[src/rtl/dac_cmd_pkg.sv]
package dac_cmd_pkg;
  localparam int WORD_W    = 16;
  localparam int CODE_W    = 10;
  localparam int POS_SEL_HI = 15;
  localparam int POS_SPEED  = 14;
  localparam int POS_PWR    = 13;
  localparam int POS_SEL_LO = 12;
  localparam int DATA_TOP   = 11;
  localparam int REF_W      = 2;

  typedef enum logic [1:0] {
    SEL_B_AND_BUF = 2'b00,
    SEL_BUF_ONLY  = 2'b01,
    SEL_A_XFER_B  = 2'b10,
    SEL_CTRL      = 2'b11
  } dac_sel_e;
endpackage

[src/rtl/dac_in_sync.sv]
module dac_in_sync #(
  parameter int   STAGES  = 2,
  parameter logic RST_VAL = 1'b0
) (
  input  logic clk,
  input  logic rst_n,
  input  logic in_i,
  output logic out_o
);
  logic [STAGES-1:0] chain_q;

  always_ff @(posedge clk or negedge rst_n) begin
    if (!rst_n) chain_q <= {STAGES{RST_VAL}};
    else        chain_q <= {chain_q[STAGES-2:0], in_i};
  end

  assign out_o = chain_q[STAGES-1];
endmodule

[src/rtl/dac_frame_rx.sv]
module dac_frame_rx #(
  parameter int WORD_W = 16
) (
  input  logic              clk,
  input  logic              rst_n,
  input  logic              cs_s_i,
  input  logic              sclk_s_i,
  input  logic              sdi_s_i,
  output logic              commit_o,
  output logic [WORD_W-1:0] word_o
);
  localparam int CNT_W = $clog2(WORD_W + 1);
  localparam logic [CNT_W-1:0] CNT_FULL = CNT_W'(WORD_W);

  logic              cs_q, sclk_q, open_q, open_d, commit_q, commit_d;
  logic [CNT_W-1:0]  cnt_q, cnt_d;
  logic [WORD_W-1:0] sh_q, sh_d, word_q, word_d;
  logic              cs_fall, cs_rise, sclk_fall;

  assign cs_fall   = cs_q & ~cs_s_i;
  assign cs_rise   = ~cs_q & cs_s_i;
  assign sclk_fall = sclk_q & ~sclk_s_i;

  always_comb begin
    open_d   = open_q;
    cnt_d    = cnt_q;
    sh_d     = sh_q;
    word_d   = word_q;
    commit_d = 1'b0;
    if (cs_fall) begin
      open_d = 1'b1;
      cnt_d  = '0;
      sh_d   = '0;
    end else if (cs_rise) begin
      open_d = 1'b0;
      if (open_q && cnt_q != '0 && cnt_q != CNT_FULL) begin
        commit_d = 1'b1;
        word_d   = sh_q;
      end
    end else if (open_q && sclk_fall && cnt_q != CNT_FULL) begin
      sh_d  = {sh_q[WORD_W-2:0], sdi_s_i};
      cnt_d = cnt_q + CNT_W'(1);
      if (cnt_q == CNT_FULL - CNT_W'(1)) begin
        commit_d = 1'b1;
        word_d   = sh_d;
      end
    end
  end

  always_ff @(posedge clk or negedge rst_n) begin
    if (!rst_n) begin
      cs_q     <= 1'b1;
      sclk_q   <= 1'b0;
      open_q   <= 1'b0;
      cnt_q    <= '0;
      sh_q     <= '0;
      word_q   <= '0;
      commit_q <= 1'b0;
    end else begin
      cs_q     <= cs_s_i;
      sclk_q   <= sclk_s_i;
      open_q   <= open_d;
      cnt_q    <= cnt_d;
      sh_q     <= sh_d;
      word_q   <= word_d;
      commit_q <= commit_d;
    end
  end

  assign commit_o = commit_q;
  assign word_o   = word_q;

  // the bit count never runs past a full word
  a_r10_cnt_bound: assert property (@(posedge clk) disable iff (!rst_n)
    cnt_q <= CNT_FULL);
  // clock edges outside an open frame leave the count alone
  a_r10_closed_ignored: assert property (@(posedge clk) disable iff (!rst_n)
    (!open_q && sclk_s_i == 1'b0 && sclk_q && cs_s_i && cs_q) |=> $stable(cnt_q));
  // a commit only follows a frame that received bits
  a_r9_commit_needs_bits: assert property (@(posedge clk) disable iff (!rst_n)
    commit_o |-> $past(cnt_q) != '0);
endmodule

[src/rtl/dac_cmd_regs.sv]
module dac_cmd_regs
  import dac_cmd_pkg::*;
(
  input  logic              clk,
  input  logic              rst_n,
  input  logic              commit_i,
  input  logic [WORD_W-1:0] word_i,
  output logic [CODE_W-1:0] code_a_o,
  output logic [CODE_W-1:0] code_b_o,
  output logic [REF_W-1:0]  ref_sel_o,
  output logic              fast_mode_o,
  output logic              power_down_o
);
  localparam int DATA_LOW = DATA_TOP - CODE_W + 1;

  logic [CODE_W-1:0] a_q, a_d, b_q, b_d, buf_q, buf_d, new_code;
  logic [REF_W-1:0]  ref_q, ref_d;
  logic              fast_q, fast_d, pd_q, pd_d;
  dac_sel_e          sel;

  assign new_code = word_i[DATA_TOP:DATA_LOW];
  assign sel      = dac_sel_e'({word_i[POS_SEL_HI], word_i[POS_SEL_LO]});

  always_comb begin
    a_d    = a_q;
    b_d    = b_q;
    buf_d  = buf_q;
    ref_d  = ref_q;
    fast_d = fast_q;
    pd_d   = pd_q;
    if (commit_i) begin
      fast_d = word_i[POS_SPEED];
      pd_d   = word_i[POS_PWR];
      unique case (sel)
        SEL_B_AND_BUF: begin b_d = new_code; buf_d = new_code; end
        SEL_BUF_ONLY:  buf_d = new_code;
        SEL_A_XFER_B:  begin a_d = new_code; b_d = buf_q; end
        SEL_CTRL:      ref_d = word_i[REF_W-1:0];
        default:       ;
      endcase
    end
  end

  always_ff @(posedge clk or negedge rst_n) begin
    if (!rst_n) begin
      a_q <= '0; b_q <= '0; buf_q <= '0; ref_q <= '0; fast_q <= 1'b0; pd_q <= 1'b0;
    end else begin
      a_q <= a_d; b_q <= b_d; buf_q <= buf_d; ref_q <= ref_d; fast_q <= fast_d; pd_q <= pd_d;
    end
  end

  assign code_a_o     = a_q;
  assign code_b_o     = b_q;
  assign ref_sel_o    = ref_q;
  assign fast_mode_o  = fast_q;
  assign power_down_o = pd_q;

  // outputs move only on a committed word
  a_r2_idle_hold: assert property (@(posedge clk) disable iff (!rst_n)
    !commit_i |=> ($stable(code_a_o) && $stable(code_b_o) && $stable(ref_sel_o)
                   && $stable(fast_mode_o) && $stable(power_down_o)));
  // a buffer-only write leaves both codes alone
  a_r5_buf_only_hold: assert property (@(posedge clk) disable iff (!rst_n)
    (commit_i && sel == SEL_BUF_ONLY) |=> ($stable(code_a_o) && $stable(code_b_o)));
  // channel B takes the buffer content on the transfer write
  a_r6_b_from_buf: assert property (@(posedge clk) disable iff (!rst_n)
    (commit_i && sel == SEL_A_XFER_B) |=> code_b_o == $past(buf_q));
  // a control write leaves both codes alone
  a_r7_ctrl_codes_hold: assert property (@(posedge clk) disable iff (!rst_n)
    (commit_i && sel == SEL_CTRL) |=> ($stable(code_a_o) && $stable(code_b_o)));
endmodule

[src/rtl/dual_dac_cmd_if.sv]
module dual_dac_cmd_if
  import dac_cmd_pkg::*;
#(
  parameter int SYNC_STAGES = 2
) (
  input  logic              clk,
  input  logic              rst_n,
  input  logic              cs_n_i,
  input  logic              sclk_i,
  input  logic              sdi_i,
  output logic [CODE_W-1:0] code_a_o,
  output logic [CODE_W-1:0] code_b_o,
  output logic [REF_W-1:0]  ref_sel_o,
  output logic              fast_mode_o,
  output logic              power_down_o
);
  logic cs_s, sclk_s, sdi_s, commit;
  logic [WORD_W-1:0] word;

  dac_in_sync #(.STAGES(SYNC_STAGES), .RST_VAL(1'b1)) u_sync_cs (
    .clk(clk), .rst_n(rst_n), .in_i(cs_n_i), .out_o(cs_s));
  dac_in_sync #(.STAGES(SYNC_STAGES), .RST_VAL(1'b0)) u_sync_sclk (
    .clk(clk), .rst_n(rst_n), .in_i(sclk_i), .out_o(sclk_s));
  dac_in_sync #(.STAGES(SYNC_STAGES), .RST_VAL(1'b0)) u_sync_sdi (
    .clk(clk), .rst_n(rst_n), .in_i(sdi_i), .out_o(sdi_s));

  dac_frame_rx #(.WORD_W(WORD_W)) u_rx (
    .clk(clk), .rst_n(rst_n), .cs_s_i(cs_s), .sclk_s_i(sclk_s), .sdi_s_i(sdi_s),
    .commit_o(commit), .word_o(word));

  dac_cmd_regs u_regs (
    .clk(clk), .rst_n(rst_n), .commit_i(commit), .word_i(word),
    .code_a_o(code_a_o), .code_b_o(code_b_o), .ref_sel_o(ref_sel_o),
    .fast_mode_o(fast_mode_o), .power_down_o(power_down_o));
endmodule

[config.mk]
export PLATFORM = sky130hd
export DESIGN_NAME = dual_dac_cmd_if
export DESIGN_NICKNAME = d
export VERILOG_FILES = /design/src/rtl/dac_cmd_pkg.sv /design/src/rtl/dac_in_sync.sv /design/src/rtl/dac_frame_rx.sv /design/src/rtl/dac_cmd_regs.sv /design/src/rtl/dual_dac_cmd_if.sv
export SDC_FILE = /design/constraint.sdc
export NUM_CORES = 1
export LEC_CHECK = 0
export BUFFER_PORTS_ARGS = -buffer_cell sky130_fd_sc_hd__buf_4
export CORE_MARGIN = 2
export CORE_UTILIZATION = 40
export CTS_CLUSTER_SIZE = 14
export DETAILED_ROUTE_END_ITERATION = 16
export PLACE_DENSITY = 0.56
export SYNTH_ARGS = -nofsm -noshare
export SYNTH_HDL_FRONTEND = slang
export SYNTH_SLANG_ARGS = --single-unit
[constraint.sdc]
create_clock -name clk -period 6.75 [get_ports clk]
set_clock_uncertainty 0.2 [all_clocks]
set_input_delay 0 -clock clk [delete_from_list [all_inputs] [get_ports clk]]
set_output_delay 0 -clock clk [all_outputs]
set_load 0.01 [all_outputs]
==> impl_metrics.tcl <==
set metrics [dict create \
    status "finished clean" \
    fin_area_um2 3983 \
    final_cell_mix "78 x dfrtp_1, 48 x mux2_2, 28 x buf_4" \
    syn_area_um2 3492 \
    drt-total-wl_um 5662 \
    die_h_um 97.44 \
    clk-insertion-delay-late_ns 0.34 \
    clockBufferDepth 2 \
    n_antenna_cell 0 \
    relSlewSlack 0.3306 \
    synthCells 246 \
    routedWlPerCell_um 14.56 \
    finalNetCount 288 \
    worst_slew_pin_slew_ns 1.004 \
    placeableCoreArea_um2 8593 \
    syn_to_final_growth_pct 14.05 \
    total_leakage_power_nw 1.941 \
    hpwl_um 3518 \
    r2r_start "u_sync_cs.chain_q[1]" \
    fin_setup_tns_ns 0 \
    cp_cell_sequence "ha_1 -> nor3b_4 -> a21oi_4 -> mux2_2" \
    start_util 0.4064 \
    layout_commonest_cell "dfrtp_1" \
    cts.sinks 81 \
    yosys_warnings 0 \
    final-seq-area_um2 2031 \
    cts_buffers 9 \
    grt_max_degree 82 \
    maxCapViolCount 0 \
    viasPerCell 5.039 \
    setup_viol 0 \
    hold_path_class "input pin to flip-flop" \
    rsz0062_at_grt "no" \
    syn_area_per_cell_um2 14.20 \
    ys_seq_area_frac 0.5815 \
    multi_input_area_um2 1355 \
    end_kind "flip-flop" \
    port_buffers 28 \
    htree_levels 3 \
    top_usage_layer "met2" \
    hold_slack_ns 0.1024 \
    gp_congestion 0.6928 \
    synth-seq-cells 81 \
    required_ns 6.77 \
    reg2regPathDepth 4 \
    synth.largest_area_cell "dfrtp_1" \
    grt_pass1_vias 1927 \
    synth_top_cell_area_share 0.5589 \
    fp.dieW_um 97.44 \
    synth_cell_types 37 \
    cp_max_fo 18 \
    ant_nets 0 \
    grt_pass1_wl_um 9570 \
    grt_usage 0.1271 \
    layout-drive-gt1-share 0.3950 \
    synth.area.top_cells "dfrtp_1 56%, mux2_2 15%, mux2_4 3.9%" \
    r2r_setup_slack_ns 3.98 \
    cellPowerDensity_nw_per_um2 217.9 \
    ios 29 \
    cp.arrival_ns 2.79 \
    die_area_um2 9494 \
    fill_cells 813 \
    hold_viol 0 \
    drtIter0Drc 74 \
    r2r_end "u_rx.word_o[2]" \
    worstSetupPathType "flip-flop to flip-flop" \
    synth.net_count 257 \
    maxSlewViolCount 0 \
    whs_path_depth 2 \
    grt_antenna_before_repair 0 \
    min_to "u_sync_cs.chain_q[0]" \
    slowest_stage "ha_1" \
    grt_overflow_total 0 \
    min_from "cs_n_i" \
    use_met2 0.2016 \
    cts_tree "built" \
    start_kind "flip-flop" \
    crit_path_max_incr_delay_ns 0.74 \
    rows 34 \
    dr.pass1.iters 4 \
    vias 1960 \
    place_area_um2 3757 \
    fmax_mhz 361.1 \
    clk_pin_slew_ns 0.07 \
    period_needed_ns 2.770 \
    drc 0 \
    period_share 0.4103 \
    cts_root_buffer "clkbuf_8" \
    met3_usage 0.04029 \
    met1_usage 0.1636 \
    ir_drop_v 0.0001332 \
]
[synth_stat cells]
master and count:
mux2_4 9, buf_4 2, and3b_1 1, nand3b_1 2
inv_1 7, nor4_1 1, a21oi_1 1, a22oi_1 1
a211oi_2 1, nor2_2 1, and3_2 1, nand3_1 1
buf_12 1, nor2_1 3, a32o_1 1, nor3_1 1
mux2i_1 11, dfrtp_1 78, clkbuf_1 4, mux2_2 48
nor3_4 1, nor3b_4 1, a32oi_1 1, a21oi_4 1
buf_1 1, and4bb_4 1, a22o_1 15, buf_2 3
buf_6 1, a21o_4 1, nand2_1 17, nand4_1 1
o21ai_0 15, dfstp_2 3, nand2b_1 2, nand2b_4 1
ha_1 6
[state kept, by name, indices dropped and copies added, names as in the netlist]
name and count:
u_sync_sclk.chain_q 2, u_rx.sclk_q 1, u_regs.code_a_o 10, u_sync_sdi.chain_q 2, u_regs.fast_mode_o 1, u_rx.cs_q 1, u_regs.code_b_o 10, u_regs.power_down_o 1
u_rx.sh_q 16, u_regs.ref_sel_o 2, u_rx.commit_o 1, u_regs.buf_q 10, u_rx.cnt_q 5, u_sync_cs.chain_q 2, u_rx.open_q 1, u_rx.word_o 16
[stage by stage]
stage                     cells  utilization  power, mW  worst slack [ns]
after floorplan             246            -     0.5263             4.558
after global placement      370       0.4372     0.5412             4.029
after detailed placement    370       0.4372     0.5418             3.991
after CTS                   389       0.4635     0.8831             3.963
after global routing        389       0.4635     0.9097             3.866
final                       389       0.4635     0.8679             3.980
[where the power goes]
part	leakage, nW	internal [mW]	switching (mW)
Combinational	0.737	0.0129	0.0234
Clock	0.0961	0.169	0.166
Sequential	1.11	0.492	0.00474
[what timing repair did]
action | 4_1_cts | 5_1_grt
hold buffers | 4 | 0
buffers inserted | 0 | 0
endpoints found under the hold margin | 81 | 0
resized for setup | 0 | 0
[layer usage]
layer / share of wire / up-vias
li1: - / 937
met1: 0.47 / 987
met2: 0.48 / 29
met3: 0.034 / 7
met4: 0.011 / 0
met5: 0 / -
[logic make-up after synthesis]
group                      count (synthesis)  synth area share
DFF                                       81            0.5815
muxes                                     68            0.2250
AOI/OAI and AO/OA                         37           0.08062
and+or+nand+nor                           35           0.06091
buffers and inverters                     19           0.03045
adders and majority gates                  6           0.02150
[final cells by class]
type	instances	area share
flip-flops and latches	81	0.5099
multi-input cells	146	0.3402
repair buffers	32	0.06283
well taps	108	0.03393
clock buffers	10	0.03205
clock inverters	5	0.01445
inverters	7	0.006598
[how the worst max path moves through the flow]
stage | startpoint | to | slack, ns | cells after the start
finish | u_sync_cs.chain_q[1] | u_rx.word_o[2] | 3.98 | 4
global route | u_sync_cs.chain_q[1] | u_rx.word_o[15] | 3.87 | 4
CTS | u_sync_cs.chain_q[1] | u_rx.word_o[2] | 3.96 | 4
detailed placement | u_sync_cs.chain_q[1] | u_rx.word_o[4] | 3.99 | 4
global placement | u_sync_cs.chain_q[1] | u_rx.word_o[1] | 4.03 | 4
floorplan | u_rx.cnt_q[0] | u_rx.word_o[10] | 4.56 | 7
[worst max-delay path: cells and delay by family, from the launching register on]
kind	cells	cell delay, ns
flip-flops	1	0.56
adder cells (fa/ha/maj)	1	0.74
AND/OR/NAND/NOR	1	0.11
multiplexers	1	0.40
AO/OA/AOI/OAI	1	0.63
No activity file was read; power rests on OpenSTA's default activity.
